<file path="src/rtl/mctx_pkg.sv">
package mctx_pkg;
  typedef enum logic [2:0] {
    CMD_NOP    = 3'd0,
    CMD_SHIFT  = 3'd1,
    CMD_SWITCH = 3'd2,
    CMD_PROG   = 3'd3,
    CMD_RECALL = 3'd4,
    CMD_PWROFF = 3'd5,
    CMD_TEST   = 3'd6,
    CMD_RSVD   = 3'd7
  } cmd_e;

  typedef enum logic [1:0] {
    PL_LOW  = 2'd0,
    PL_HALF = 2'd1,
    PL_HIGH = 2'd2
  } pl_e;

  typedef enum logic [2:0] {
    S_OFF, S_RC_PL, S_RC_PWR, S_IDLE, S_SW, S_PROG, S_PD
  } st_e;
endpackage

</file>
<file path="src/rtl/mctx_req_sel.sv">
module mctx_req_sel import mctx_pkg::*; #(
  parameter int CTX_W = 3
) (
  input  logic             clk,
  input  logic             rst,
  input  logic             ext_cmd_vld,
  input  logic [2:0]       ext_cmd,
  input  logic [CTX_W-1:0] ext_ctx,
  input  logic             int_chg,
  input  logic [CTX_W-1:0] int_ctx,
  input  logic             cfg_done,
  input  logic             pdet,
  output cmd_e             req_cmd,
  output logic [CTX_W-1:0] req_ctx,
  output logic             pwr_up,
  output logic             pwr_dn
);
  logic pdet_q;

  // external pins win; internal strobe only once configuration is loaded
  always_comb begin
    req_cmd = CMD_NOP;
    req_ctx = '0;
    if (ext_cmd_vld) begin
      req_cmd = cmd_e'(ext_cmd);
      req_ctx = ext_ctx;
    end else if (int_chg && cfg_done) begin
      req_cmd = CMD_SWITCH;
      req_ctx = int_ctx;
    end
  end

  always_ff @(posedge clk) begin
    if (rst) pdet_q <= 1'b0;
    else     pdet_q <= pdet;
  end

  assign pwr_up = pdet & ~pdet_q;
  assign pwr_dn = ~pdet & pdet_q;
endmodule

</file>
<file path="src/rtl/mctx_seq.sv">
module mctx_seq import mctx_pkg::*; #(
  parameter int CTX_W    = 3,
  parameter int SW_LAT   = 6,
  parameter int RC_LEN   = 2,
  parameter int PROG_LEN = 2,
  parameter int CNT_W    = 4
) (
  input  logic             clk,
  input  logic             rst,
  input  cmd_e             req_cmd,
  input  logic [CTX_W-1:0] req_ctx,
  input  logic             pwr_up,
  input  logic             pwr_dn,
  output st_e              st_n,
  output logic [CNT_W-1:0] cnt_n,
  output logic [CTX_W-1:0] tgt_n,
  output logic             shf_n,
  output logic             tst_n,
  output logic             err_n,
  output logic [CTX_W-1:0] active
);
  st_e              st;
  logic [CNT_W-1:0] cnt;
  logic [CTX_W-1:0] tgt;
  logic [CTX_W-1:0] act_n;

  always_comb begin
    st_n  = st;
    cnt_n = cnt;
    tgt_n = tgt;
    act_n = active;
    shf_n = 1'b0;
    tst_n = 1'b0;
    err_n = 1'b0;
    if (pwr_dn && st != S_OFF) begin
      st_n  = S_PD;
      cnt_n = '0;
    end else begin
      case (st)
        S_OFF: if (pwr_up || req_cmd == CMD_RECALL) begin
          st_n  = S_RC_PL;
          cnt_n = CNT_W'(1);
        end
        S_RC_PL: begin
          if (cnt == CNT_W'(RC_LEN)) begin
            st_n  = S_RC_PWR;
            cnt_n = '0;
          end else cnt_n = cnt + CNT_W'(1);
        end
        S_RC_PWR: st_n = S_IDLE;
        S_IDLE: begin
          case (req_cmd)
            CMD_SHIFT: shf_n = 1'b1;
            CMD_TEST:  tst_n = 1'b1;
            CMD_SWITCH: if (req_ctx != active) begin
              st_n  = S_SW;
              cnt_n = CNT_W'(1);
              tgt_n = req_ctx;
            end
            CMD_PROG: begin
              if (req_ctx == active) err_n = 1'b1;
              else begin
                st_n  = S_PROG;
                cnt_n = CNT_W'(1);
                tgt_n = req_ctx;
              end
            end
            CMD_RECALL: begin
              st_n  = S_RC_PL;
              cnt_n = CNT_W'(1);
            end
            CMD_PWROFF: st_n = S_PD;
            default: ;
          endcase
        end
        S_SW: begin
          if (cnt == CNT_W'(SW_LAT)) begin
            st_n  = S_IDLE;
            cnt_n = '0;
            act_n = tgt;
          end else cnt_n = cnt + CNT_W'(1);
        end
        S_PROG: begin
          if (cnt == CNT_W'(PROG_LEN)) begin
            st_n  = S_IDLE;
            cnt_n = '0;
          end else cnt_n = cnt + CNT_W'(1);
        end
        S_PD:    st_n = S_OFF;
        default: st_n = S_OFF;
      endcase
    end
  end

  always_ff @(posedge clk) begin
    if (rst) begin
      st     <= S_OFF;
      cnt    <= '0;
      tgt    <= '0;
      active <= '0;
    end else begin
      st     <= st_n;
      cnt    <= cnt_n;
      tgt    <= tgt_n;
      active <= act_n;
    end
  end
endmodule

</file>
<file path="src/rtl/mctx_out.sv">
module mctx_out import mctx_pkg::*; #(
  parameter int CTX_W  = 3,
  parameter int SW_LAT = 6,
  parameter int CNT_W  = 4,
  localparam int NCTX  = 1 << CTX_W
) (
  input  logic             clk,
  input  logic             rst,
  input  st_e              st_n,
  input  logic [CNT_W-1:0] cnt_n,
  input  logic [CTX_W-1:0] tgt_n,
  input  logic             shf_n,
  input  logic             tst_n,
  input  logic             err_n,
  output logic [NCTX-1:0]  wl,
  output logic             we,
  output logic [1:0]       pl1,
  output logic [1:0]       pl2,
  output logic             pwr_en,
  output logic             pwr_en_n,
  output logic             shift_en,
  output logic             test_mode,
  output logic             bg_err,
  output logic             busy
);
  pl_e             pl1_d, pl2_d;
  logic            pwr_d, we_d, sel_d;
  logic [NCTX-1:0] wl_d;

  // decode from next state so every output leaves a flop
  always_comb begin
    pl1_d = PL_LOW;
    pl2_d = PL_LOW;
    pwr_d = 1'b0;
    we_d  = 1'b0;
    sel_d = 1'b0;
    case (st_n)
      S_RC_PL:  pl1_d = PL_HIGH;
      S_RC_PWR: begin pl1_d = PL_HIGH; pwr_d = 1'b1; end
      S_IDLE:   begin pl1_d = PL_HALF; pl2_d = PL_HALF; pwr_d = 1'b1; end
      S_SW: begin
        pl1_d = PL_HALF;
        pl2_d = PL_HALF;
        pwr_d = 1'b1;
        sel_d = (cnt_n == CNT_W'(SW_LAT));
      end
      S_PROG: begin
        pl1_d = PL_HIGH;
        pl2_d = PL_HIGH;
        pwr_d = 1'b1;
        we_d  = 1'b1;
        sel_d = 1'b1;
      end
      S_PD:    pwr_d = 1'b1;
      default: ;
    endcase
  end

  for (genvar i = 0; i < NCTX; i++) begin : g_wl
    assign wl_d[i] = sel_d && (tgt_n == CTX_W'(i));
  end

  always_ff @(posedge clk) begin
    if (rst) begin
      wl        <= '0;
      we        <= 1'b0;
      pl1       <= PL_LOW;
      pl2       <= PL_LOW;
      pwr_en    <= 1'b0;
      pwr_en_n  <= 1'b1;
      shift_en  <= 1'b0;
      test_mode <= 1'b0;
      bg_err    <= 1'b0;
      busy      <= 1'b1;
    end else begin
      wl        <= wl_d;
      we        <= we_d;
      pl1       <= pl1_d;
      pl2       <= pl2_d;
      pwr_en    <= pwr_d;
      pwr_en_n  <= ~pwr_d;
      shift_en  <= shf_n;
      test_mode <= tst_n;
      bg_err    <= err_n;
      busy      <= (st_n != S_IDLE);
    end
  end
endmodule

</file>
<file path="src/rtl/mctx_cfg_ctrl.sv">
module mctx_cfg_ctrl import mctx_pkg::*; #(
  parameter int CTX_W    = 3,
  parameter int SW_LAT   = 6,
  parameter int RC_LEN   = 2,
  parameter int PROG_LEN = 2
) (
  input  logic                    clk,
  input  logic                    rst,
  input  logic                    ext_cmd_vld,
  input  logic [2:0]              ext_cmd,
  input  logic [CTX_W-1:0]        ext_ctx,
  input  logic                    int_chg,
  input  logic [CTX_W-1:0]        int_ctx,
  input  logic                    cfg_done,
  input  logic                    pdet,
  output logic [(1<<CTX_W)-1:0]   wl,
  output logic                    we,
  output logic [1:0]              pl1,
  output logic [1:0]              pl2,
  output logic                    pwr_en,
  output logic                    pwr_en_n,
  output logic                    shift_en,
  output logic                    test_mode,
  output logic                    bg_err,
  output logic                    busy,
  output logic [CTX_W-1:0]        active_ctx
);
  localparam int CNT_W = $clog2(SW_LAT + RC_LEN + PROG_LEN + 1);

  cmd_e             req_cmd;
  logic [CTX_W-1:0] req_ctx;
  logic             pwr_up, pwr_dn;
  st_e              st_n;
  logic [CNT_W-1:0] cnt_n;
  logic [CTX_W-1:0] tgt_n;
  logic             shf_n, tst_n, err_n;

  mctx_req_sel #(.CTX_W(CTX_W)) u_sel (
    .clk(clk), .rst(rst),
    .ext_cmd_vld(ext_cmd_vld), .ext_cmd(ext_cmd), .ext_ctx(ext_ctx),
    .int_chg(int_chg), .int_ctx(int_ctx), .cfg_done(cfg_done), .pdet(pdet),
    .req_cmd(req_cmd), .req_ctx(req_ctx), .pwr_up(pwr_up), .pwr_dn(pwr_dn)
  );

  mctx_seq #(.CTX_W(CTX_W), .SW_LAT(SW_LAT), .RC_LEN(RC_LEN),
             .PROG_LEN(PROG_LEN), .CNT_W(CNT_W)) u_seq (
    .clk(clk), .rst(rst), .req_cmd(req_cmd), .req_ctx(req_ctx),
    .pwr_up(pwr_up), .pwr_dn(pwr_dn), .st_n(st_n), .cnt_n(cnt_n),
    .tgt_n(tgt_n), .shf_n(shf_n), .tst_n(tst_n), .err_n(err_n),
    .active(active_ctx)
  );

  mctx_out #(.CTX_W(CTX_W), .SW_LAT(SW_LAT), .CNT_W(CNT_W)) u_out (
    .clk(clk), .rst(rst), .st_n(st_n), .cnt_n(cnt_n), .tgt_n(tgt_n),
    .shf_n(shf_n), .tst_n(tst_n), .err_n(err_n),
    .wl(wl), .we(we), .pl1(pl1), .pl2(pl2), .pwr_en(pwr_en),
    .pwr_en_n(pwr_en_n), .shift_en(shift_en), .test_mode(test_mode),
    .bg_err(bg_err), .busy(busy)
  );
endmodule

</file>
<file path="config.mk">
export PLATFORM = sky130hd
export DESIGN_NAME = mctx_cfg_ctrl
export DESIGN_NICKNAME = d
export VERILOG_FILES = /design/src/rtl/mctx_pkg.sv /design/src/rtl/mctx_req_sel.sv /design/src/rtl/mctx_seq.sv /design/src/rtl/mctx_out.sv /design/src/rtl/mctx_cfg_ctrl.sv
export SDC_FILE = /design/constraint.sdc
export NUM_CORES = 1
export LEC_CHECK = 0
export BUFFER_PORTS_ARGS = -buffer_cell sky130_fd_sc_hd__buf_2
export CORE_MARGIN = 5
export CORE_UTILIZATION = 52
export DETAILED_ROUTE_END_ITERATION = 16
export PLACE_DENSITY = 0.76
export SETUP_SLACK_MARGIN = 0.3
export SYNTH_ARGS = -nofsm -noshare
export SYNTH_HDL_FRONTEND = slang
export SYNTH_SLANG_ARGS = --single-unit
</file>
<file path="constraint.sdc">
create_clock -name clk -period 4.4 [get_ports clk]
set_clock_uncertainty 0.2 [all_clocks]
set_input_delay 0.22 -clock clk [delete_from_list [all_inputs] [get_ports clk]]
set_output_delay 0.22 -clock clk [all_outputs]
set_load 0.02 [all_outputs]
</file>
==> results.py, run 1 <==
metrics = {
    "run_status": {
        "status": "completed",
    },
    "worst_setup_path": {
        "cp.required_ps": 4400,
        "cp_top_family": "compound AO/OA/AOI/OAI gates",
        "crit_path_top_delay_cell": "dlygate4sd3_1",
        "crit_path_cell_trace": "dlygate4sd3_1 > buf_2 > and4bb_2 > a21oi_1 > o22ai_1 > a221oi_1 > nand2_1 > a31oi_2 > nor3_1",
        "crit_type": "input port to flip-flop",
        "arrival_ps": 2710,
        "crit_buf_inv": 2,
        "crit_path_end_kind": "flip-flop",
        "slowest_delay_ps": 550,
        "startpoint_type": "input port",
        "cp_max_fo": 8,
    },
    "timing": {
        "fin_setup_tns_ps": 0,
        "whs_ps": 46.0,
        "fmax_ghz": 0.369,
        "slew_headroom_pct": 56.5,
        "min_period_over_period_pct": 61.6,
        "final-max-slew-violation-count": 0,
        "tightest_slew_ps": 647,
        "grt_setup_unrepaired": "no",
        "hold_viol_final": 0,
        "finalSetupViolations": 0,
        "layout_min_cycle_time_ps": 2710,
    },
    "yosys": {
        "synth_warnings": 0,
        "synth_common_cells": "32 x dfxtp_1, 24 x nor2_1, 18 x a21oi_1",
        "ys_seq_area_share_pct": 35.6,
        "synth-edff-count": 0,
        "syn_area_um2": 1800,
        "yosysMostFrequentCell": "dfxtp_1",
        "yosysUniqueCellTypes": 59,
        "syn_avg_cell_area_um2": 8.37,
        "syn_nets": 232,
        "synth_cells": 215,
        "yosys-top-cells-area": "dfxtp_1 36%, a21oi_1 5.0%, nor2_1 5.0%",
        "synth_top_area_share_pct": 35.6,
        "synth-seq-cells": 32,
        "synth_top_area_cell": "dfxtp_1",
        "synth_ff_type": "dfxtp_1",
        "async_reset_ff_share_pct": 0,
    },
    "clock_network": {
        "cts_tree": "built",
        "cts_max_level": 2,
        "clock_path_buffers": 2,
        "clk_latency_ps": 330,
        "cts_root_buf": "clkbuf_4",
        "clock_sinks": 32,
        "cts_setup_buffers": 0,
        "path_clk_slew_ps": 110,
        "numCtsBuffers": 5,
    },
    "route": {
        "vias": 1693,
        "drt_iter0_markers": 104,
        "wl_per_cell_um": 13.9,
        "detail-route-antenna-nets": 0,
        "routed_wl_um": 4190,
        "viasPerCell": 5.62,
        "drcViolationCount": 0,
        "drtPass1Iterations": 4,
    },
    "job": {
        "maxCapViolCount": 0,
    },
    "floorplan": {
        "start_util_pct": 53.9,
        "die_h_um": 68.8,
        "fp-row-count": 21,
        "core_um2": 3340,
        "dieArea_um2": 4740,
        "die_w_um": 68.8,
        "pin_count": 37,
    },
    "layout": {
        "fin_area_um2": 2090,
        "n_fill_cell": 297,
        "num_antenna_cells": 0,
        "fin_cells": 301,
        "syn_to_final_growth_pct": 16.1,
        "layout-drive-gt1-share_pct": 23.5,
        "nets": 271,
    },
    "global_route": {
        "antenna_found_initial": 0,
        "grt_pass1_vias": 1619,
        "grt_util_all_layers_pct": 19.8,
        "grt_max_degree": 17,
        "grt_pass1_wl_um": 7020,
        "grt.overflow.total": 0,
    },
    "power": {
        "ir_drop_uv": 257,
        "power_uw": 757,
        "p_leak_nw": 0.908,
        "powerDensity_nw_per_um2": 362,
    },
    "placement": {
        "place_area_um2": 1990,
        "dp_hpwl_um": 3140,
        "place_inst": 289,
        "finalWeightedCongestion": 0.915,
        "port_buffers": 36,
    },
    "hold_path": {
        "hp-class": "input port to flip-flop",
    },
}
## registers in the layout, summed over array words and instances, names as in the netlist, 2 cells and up
| register | flops |
|---|---|
| u_seq.active | 3 |
| u_seq.tgt | 3 |
| u_out.pl2 | 2 |
| u_seq.cnt | 4 |
| u_out.wl | 8 |
| u_seq.st | 3 |
| u_out.pl1 | 2 |
## cell usage in the layout (no fill, tap or decap), drive strengths merged, types with 3 or more instances in the layout
cell type,instances
mux2i,6
buf,36
a21o,4
o21ai,11
a21oi,18
nor3,15
nand3,5
xnor2,3
nor3b,4
and3b,4
clkbuf,5
nor4,4
clkinv,3
nand2b,4
nand2,13
inv,11
dfxtp,32
nor2b,3
o31ai,4
dlygate4sd3,4
and3,4
nor2,25
## metrics by stage
step                      worst slack (ps)  utilization, %
after global routing                  1510            62.6
after CTS                             1720            62.6
after global placement                1810            59.7
after floorplan                       2100               -
after detailed placement              1800            59.7
final                                 1690            62.6
## what timing repair did
item                      in CTS  in global routing
hold endpoints to repair       3                  0
hold buffers                   4                  0
resized for setup              0                  0
## routing by layer
metal / share of wire [%] / vias to the layer above / GRT usage (%)
li1: - / 864 / -
met1: 44 / 767 / 24.4
met2: 49 / 56 / 32.7
met3: 5.4 / 6 / 4.86
met4: 1.7 / 0 / 8.52
met5: 0 / - / 0
## power breakdown
| part | switching (mW) | internal, mW | leakage, nW |
|---|---|---|---|
| registers | 0.0325 | 0.316 | 0.260 |
| clock network | 0.103 | 0.0612 | 0.0349 |
| logic | 0.151 | 0.0934 | 0.613 |
## path summary, 6_finish.rpt
check | to | slack [ps] | from | depth (start not counted)
min reg2reg | u_seq.active[0] | 350 | u_seq.active[0] | 2
min | u_sel.pdet_q | 50 | rst | 2
max reg2reg | u_out.wl[3] | 1730 | u_seq.cnt[0] | 9
max | u_out.wl[3] | 1690 | ext_cmd[2] | 9
## logic make-up (layout without fill, tap and decap cells)
| kind of cell | after synthesis | count (layout) | synth area share [%] |
|---|---|---|---|
| buf+inv | 19 | 59 | 4.80 |
| xor+xnor | 5 | 5 | 2.85 |
| flops | 32 | 32 | 35.6 |
| fa+ha+maj | 2 | 2 | 1.39 |
| compound gates | 55 | 55 | 20.9 |
| mux | 6 | 6 | 3.34 |
| simple gates | 96 | 96 | 31.1 |
## final cells by class
| type | instances | area (um^2) | share of cell area (%) |
|---|---|---|---|
| clock inverter | 3 | 18.8 | 0.899 |
| clock buffer | 5 | 37.5 | 1.80 |
| multi-input combinational | 164 | 1070 | 51.3 |
| timing repair buffer | 40 | 220 | 10.5 |
| sequential | 32 | 641 | 30.7 |
| tap | 46 | 57.6 | 2.76 |
| inverter | 11 | 41.3 | 1.98 |
Power figures use the tool's default switching activity.
==> inputs of run 2 (changes only) <==
CORE_UTILIZATION = 49   (was 52)
PLACE_DENSITY = 0.75   (was 0.76)
clock period = 2.3 ns   (was 4.4 ns; I/O delays follow)
==> run 2 against run 1 <==
The run now ends with setup timing left; largest cell class unchanged; worst setup slack worse by 1700 ps; design area grew 32%; highest routed layer unchanged; worst hold slack better by 36 ps; combinational power rose to 3.6 times the previous value; critical endpoint is now u_out.pl1[0].
==> results.py, run 2 (synthesized netlist as in run 1, its figures left out) <==
metrics = {
    "route": {
        "drcViolationCount": 0,
        "viasPerCell": 5.72,
        "routed_wl_um": 5840,
        "drt_iter0_markers": 171,
        "drtPass1Iterations": 4,
        "wl_per_cell_um": 17.0,
        "vias": 1962,
        "detail-route-antenna-nets": 0,
    },
    "worst_setup_path": {
        "cp_max_fo": 5,
        "arrival_ps": 2320,
        "crit_path_top_delay_cell": "or4_4",
        "crit_buf_inv": 3,
        "reg2reg_to": "u_out.pl1[0]",
        "crit_path_cell_trace": "and3_4 > or4_4 > buf_4 > o31ai_4 > a211oi_2 > buf_4 > buf_6 > mux2i_2 > nor2_1",
        "crit_type": "flip-flop to flip-flop",
        "cp.required_ps": 2280,
        "startpoint_type": "flip-flop",
        "crit_top_cell": "buf_4",
        "cp_top_family": "simple AND/OR/NAND/NOR gates",
        "crit_path_end_kind": "flip-flop",
        "slowest_delay_ps": 570,
        "r2r_start": "u_seq.active[0]",
        "rrSetupSlack_ps": -40,
        "ff2ff_path_depth": 9,
    },
    "clock_network": {
        "cts_tree": "built",
        "path_clk_slew_ps": 70,
        "clock_path_buffers": 2,
        "numCtsBuffers": 5,
        "clk_latency_ps": 290,
        "cts_root_buf": "clkbuf_8",
        "clock_sinks": 32,
        "cts_max_level": 2,
    },
    "layout": {
        "final_util_pct": 76.3,
        "layout-drive-gt1-share_pct": 47.1,
        "syn_to_final_growth_pct": 52.9,
        "final_cell_mix": "36 x buf_2, 31 x buf_4, 28 x dfxtp_1",
        "num_antenna_cells": 0,
        "fin_cells": 343,
        "largest_reg_flops": 8,
        "nets": 311,
        "layout_commonest_cell": "buf_2",
        "fin_area_um2": 2750,
        "n_fill_cell": 250,
        "largest-register": "u_out.wl",
        "reg_top3": "u_out.wl (8), u_seq.cnt (4)",
    },
    "timing": {
        "grt_setup_unrepaired": "yes",
        "min_period_over_period_pct": 102,
        "finalSetupViolations": 2,
        "slew_headroom_pct": 57.4,
        "final-max-slew-violation-count": 0,
        "hold_viol_final": 0,
        "layout_min_cycle_time_ps": 2340,
        "tightest_slew_ps": 634,
        "fmax_ghz": 0.428,
        "fin_ws_ps": -38.8,
    },
    "global_route": {
        "grt_max_degree": 17,
        "grt_pass1_vias": 1860,
        "grt_pass1_wl_um": 8630,
        "antenna_found_initial": 0,
        "grt_util_all_layers_pct": 21.4,
        "grt.overflow.total": 0,
    },
    "power": {
        "power_frac_seq_pct": 31.2,
        "ir_drop_uv": 741,
        "p_leak_nw": 1.16,
        "p_clk_share_pct": 25.3,
        "powerDensity_nw_per_um2": 741,
        "power_mw": 2.04,
        "p_int_mw": 1.28,
        "power_frac_comb_pct": 43.5,
        "switching_share_pct": 37.2,
        "switchingPower_uw": 757,
    },
    "hold_path": {
        "whs_endpoint": "u_out.shift_en",
        "min_from": "pdet",
        "min_path_cells": 3,
        "hp-class": "input port to flip-flop",
    },
    "floorplan": {
        "fp-row-count": 22,
        "dieArea_um2": 4980,
        "core_um2": 3610,
        "die_w_um": 70.6,
        "start_util_pct": 49.9,
        "die_h_um": 70.6,
        "pin_count": 37,
    },
    "placement": {
        "port_buffers": 36,
        "place_area_um2": 2270,
        "dp_hpwl_um": 3450,
        "finalWeightedCongestion": 0.921,
        "place_ws_ps": 10.0,
        "place_inst": 316,
    },
    "run_status": {
        "violations": "setup timing",
        "status": "complete, but fails checks",
    },
    "job": {
        "maxCapViolCount": 0,
    },
}
-- run 2: how the worst max path moves through the flow --
stage / slack (ps) / end / cells past startpoint / start
2_1_floorplan: 180 / u_out.wl[0] / 7 / u_seq.active[0]
3_3_place_gp: 20 / u_out.pl1[1] / 8 / ext_cmd_vld
3_5_place_dp: 10 / u_out.wl[0] / 8 / ext_cmd_vld
4_1_cts: 80 / u_out.wl[0] / 9 / u_seq.cnt[0]
5_1_grt: -80 / u_out.pl1[1] / 10 / u_seq.cnt[0]
6_report: -40 / u_out.pl1[0] / 9 / u_seq.active[0]
-- run 2: worst register-to-register path: stages (launching register included) --
cell,delay (ps)
dfxtp_4,360
and3_4,150
or4_4,570
buf_4,180
o31ai_4,220
a211oi_2,60
buf_4,160
buf_6,110
mux2i_2,160
nor2_1,60
-- run 2: what timing repair did --
| item | CTS | global route |
|---|---|---|
| buffers inserted | 3 | 9 |
| hold buffers | 6 | 0 |
| endpoints found under the setup margin | 15 | 20 |
| hold endpoints to repair | 11 | 0 |
| gates cloned | 1 | 0 |
| pin swaps | 15 | 17 |
| resized for setup | 15 | 25 |
-- run 2: metal layers --
metal / routed length, um / GRT usage (%)
met5: 0 / 0
met4: 214 / 8.98
met3: 211 / 5.11
met2: 3030 / 36.3
met1: 2390 / 25.9
-- run 2: cell type report --
class | instances | area [um^2] | share of cell area, %
multi-input combinational | 165 | 1340 | 48.5
sequential | 32 | 653 | 23.7
inverter | 11 | 43.8 | 1.59
timing repair buffer | 79 | 549 | 20.0
tap | 48 | 60.1 | 2.18
clock buffer | 6 | 93.8 | 3.41
clock inverter | 2 | 15.0 | 0.546
-- run 2: metrics by stage --
step / TNS (ps) / hold WS (ps)
after floorplan: 0 / -13.4
after global placement: 0 / 158
after detailed placement: 0 / 167
after CTS: 0 / 54.5
after global routing: -602 / 91.9
final: -59.4 / 81.8
-- run 2: power groups by stage --
| stage | Sequential [mW] | Combinational (mW) | Clock, mW |
|---|---|---|---|
| 4_1_cts | 0.634 | 0.757 | 0.519 |
| 2_1_floorplan | 0.692 | 0.396 | 0 |
| 6_report | 0.636 | 0.886 | 0.515 |
| 3_5_place_dp | 0.647 | 0.664 | 0 |
| 5_1_grt | 0.641 | 0.949 | 0.551 |
| 3_3_place_gp | 0.647 | 0.656 | 0 |
==> inputs of run 3 (changes only) <==
PLACE_DENSITY = 0.76   (was 0.75)
SYNTH_HIERARCHICAL = 1   (was not set)
==> run 3 against run 2 <==
The flow still finishes with violations (setup timing); design area grew 4.6%; die area decreased by 1.0%; sequential share of layout area fell by 1.1 points; sequential cell count unchanged; total power fell by 17%.
==> results.py, run 3 <==
metrics = {
    "run_status": {
        "status": "complete, but fails checks",
        "violations": "setup timing",
    },
    "route": {
        "drtPass1Iterations": 7,
        "detail-route-antenna-nets": 0,
        "drt_iter0_markers": 241,
        "routed_wl_um": 6260,
        "wl_per_cell_um": 18.9,
        "drcViolationCount": 0,
        "viasPerCell": 6.00,
        "vias": 1985,
    },
    "hold_path": {
        "whs_endpoint": "u_seq/active[1]",
        "min_from": "rst",
        "hp-class": "input port to flip-flop",
        "min_path_cells": 2,
    },
    "worst_setup_path": {
        "r2r_start": "u_seq/cnt[0]",
        "crit_path_cell_trace": "inv_2 > ha_4 > and2b_2 > a211oi_4 > nand2b_1 > a311oi_2 > nand4bb_4 > a2111oi_2",
        "crit_buf_inv": 1,
        "startpoint_type": "flip-flop",
        "crit_type": "flip-flop to flip-flop",
        "rrSetupSlack_ps": -440,
        "crit_path_top_delay_cell": "a2111oi_2",
        "cp_top_family": "compound AO/OA/AOI/OAI gates",
        "ff2ff_path_depth": 8,
        "reg2reg_to": "u_out/wl[2]",
        "cp.required_ps": 2350,
        "crit_cells": 8,
        "cp_max_fo": 5,
        "crit_path_end_kind": "flip-flop",
        "slowest_delay_ps": 450,
        "critPathLaunch": "u_seq/cnt[0]",
        "arrival_ps": 2790,
    },
    "yosys": {
        "synth_top_area_cell": "dfxtp_1",
        "yosysUniqueCellTypes": 63,
        "synth-seq-cells": 32,
        "synth_warnings": 6,
        "synth_top_area_share_pct": 36.0,
        "syn_nets": 207,
        "synth_cells": 190,
        "yosysMostFrequentCell": "dfxtp_1",
        "synth_ff_type": "dfxtp_1",
        "syn_area_um2": 1780,
        "synth-edff-count": 0,
        "ys_seq_area_share_pct": 36.0,
        "syn_avg_cell_area_um2": 9.36,
        "async_reset_ff_share_pct": 0,
        "synth_common_cells": "32 x dfxtp_1, 12 x nand2_1, 9 x a21oi_1",
        "yosys-top-cells-area": "dfxtp_1 36%, a311oi_1 3.0%, nand2b_1 2.8%",
    },
    "placement": {
        "place_area_um2": 2420,
        "finalWeightedCongestion": 0.892,
        "dp_hpwl_um": 3680,
        "port_buffers": 36,
        "place_ws_ps": -405,
    },
    "layout": {
        "multiInputGateArea_um2": 1360,
        "largest_reg_flops": 8,
        "ff_latch_area_um2": 652,
        "nets": 301,
        "syn_to_final_growth_pct": 61.9,
        "n_fill_cell": 187,
        "reg_top3": "u_out/wl (8), u_seq/cnt (4)",
        "fin_area_um2": 2880,
        "largest-register": "u_out/wl",
        "layout_commonest_cell": "buf_4",
        "num_antenna_cells": 0,
        "final_cell_mix": "51 x buf_4, 36 x buf_2, 25 x dfxtp_1",
        "layout-drive-gt1-share_pct": 61.8,
    },
    "timing": {
        "grt_setup_unrepaired": "yes",
        "tightest_slew_ps": 667,
        "hold_viol_final": 0,
        "fmax_ghz": 0.365,
        "slew_headroom_pct": 55.4,
        "fin_setup_tns_ps": -3910,
        "layout_min_cycle_time_ps": 2740,
        "whs_ps": 24.2,
        "final-max-slew-violation-count": 0,
        "min_period_over_period_pct": 119,
        "finalSetupViolations": 14,
        "fin_ws_ps": -442,
    },
    "clock_network": {
        "path_clk_slew_ps": 110,
        "clock_path_buffers": 2,
        "cts_tree": "built",
        "clock_sinks": 32,
        "cts_max_level": 2,
        "cts_root_buf": "clkbuf_4",
        "clk_latency_ps": 360,
        "numCtsBuffers": 5,
    },
    "global_route": {
        "grt_util_all_layers_pct": 23.3,
        "antenna_found_initial": 0,
        "grt.overflow.total": 0,
        "grt_max_degree": 30,
        "grt_pass1_vias": 1942,
        "grt_pass1_wl_um": 9160,
    },
    "floorplan": {
        "dieArea_um2": 4930,
        "start_util_pct": 52.1,
        "fp-row-count": 21,
        "pin_count": 37,
        "die_w_um": 70.2,
        "die_h_um": 70.2,
        "core_um2": 3420,
    },
    "power": {
        "p_leak_nw": 1.21,
        "ir_drop_uv": 294,
        "powerDensity_nw_per_um2": 590,
        "power_mw": 1.70,
    },
    "job": {
        "maxCapViolCount": 0,
    },
}
## run 3: final cells by class
cell class | count | share of cell area [%]
Timing Repair Buffer | 100 | 24.6
Clock buffer | 5 | 1.30
Clock inverter | 3 | 1.48
Tap cell | 46 | 2.00
Sequential cell | 32 | 22.7
Multi-Input combinational cell | 141 | 47.2
Inverter | 4 | 0.783
## run 3: power breakdown
part	total [mW]	leakage (nW)	switching [mW]	internal, mW
sequential	0.603	0.263	0.0209	0.582
combinational	0.640	0.908	0.320	0.320
clock	0.455	0.0412	0.229	0.226
## run 3: worst max-delay path by stage
stage,slack (ps),to
after floorplan,-150,u_out/wl[0]
after global placement,-230,u_out/wl[2]
after detailed placement,-400,u_out/wl[2]
after CTS,-170,u_out/pl1[0]
after global routing,-590,u_out/wl[6]
final,-440,u_out/wl[2]
## run 3: kinds of logic after synthesis
kind of cell	share of synthesized area, %
adders and majority gates	1.41
AOI/OAI and AO/OA	22.4
DFF	36.0
xor gates and xnor gates	3.24
and+or+nand+nor	27.7
muxes	3.59
buffers and inverters	5.63
## run 3: metrics by stage
stage	std cells	utilization (%)
after CTS	327	80.1
final	331	84.2
after detailed placement	307	70.8
after floorplan	190	-
after global placement	307	70.8
after global routing	331	84.2
## run 3: worst reg2reg max path, cell delays in order (launching register included)
cell	delay, ps
dfxtp_2	360
inv_2	50
ha_4	150
and2b_2	220
a211oi_4	370
nand2b_1	180
a311oi_2	380
nand4bb_4	240
a2111oi_2	460
## run 3: routing by layer
metal  track usage [%]  routed length, um  vias up
li1                  -                  -      899
met1              26.5               2450      967
met2              41.1               3180       97
met3              4.16                479       22
met4              12.1                154        0
met5                 0                  0        -
## run 3: timing repair
item	4_1_cts	5_1_grt
hold buffers	1	0
buffers inserted	11	4
resized for setup	30	24
hold endpoints to repair	1	0
pin swaps	25	18
endpoints found under the setup margin	15	21
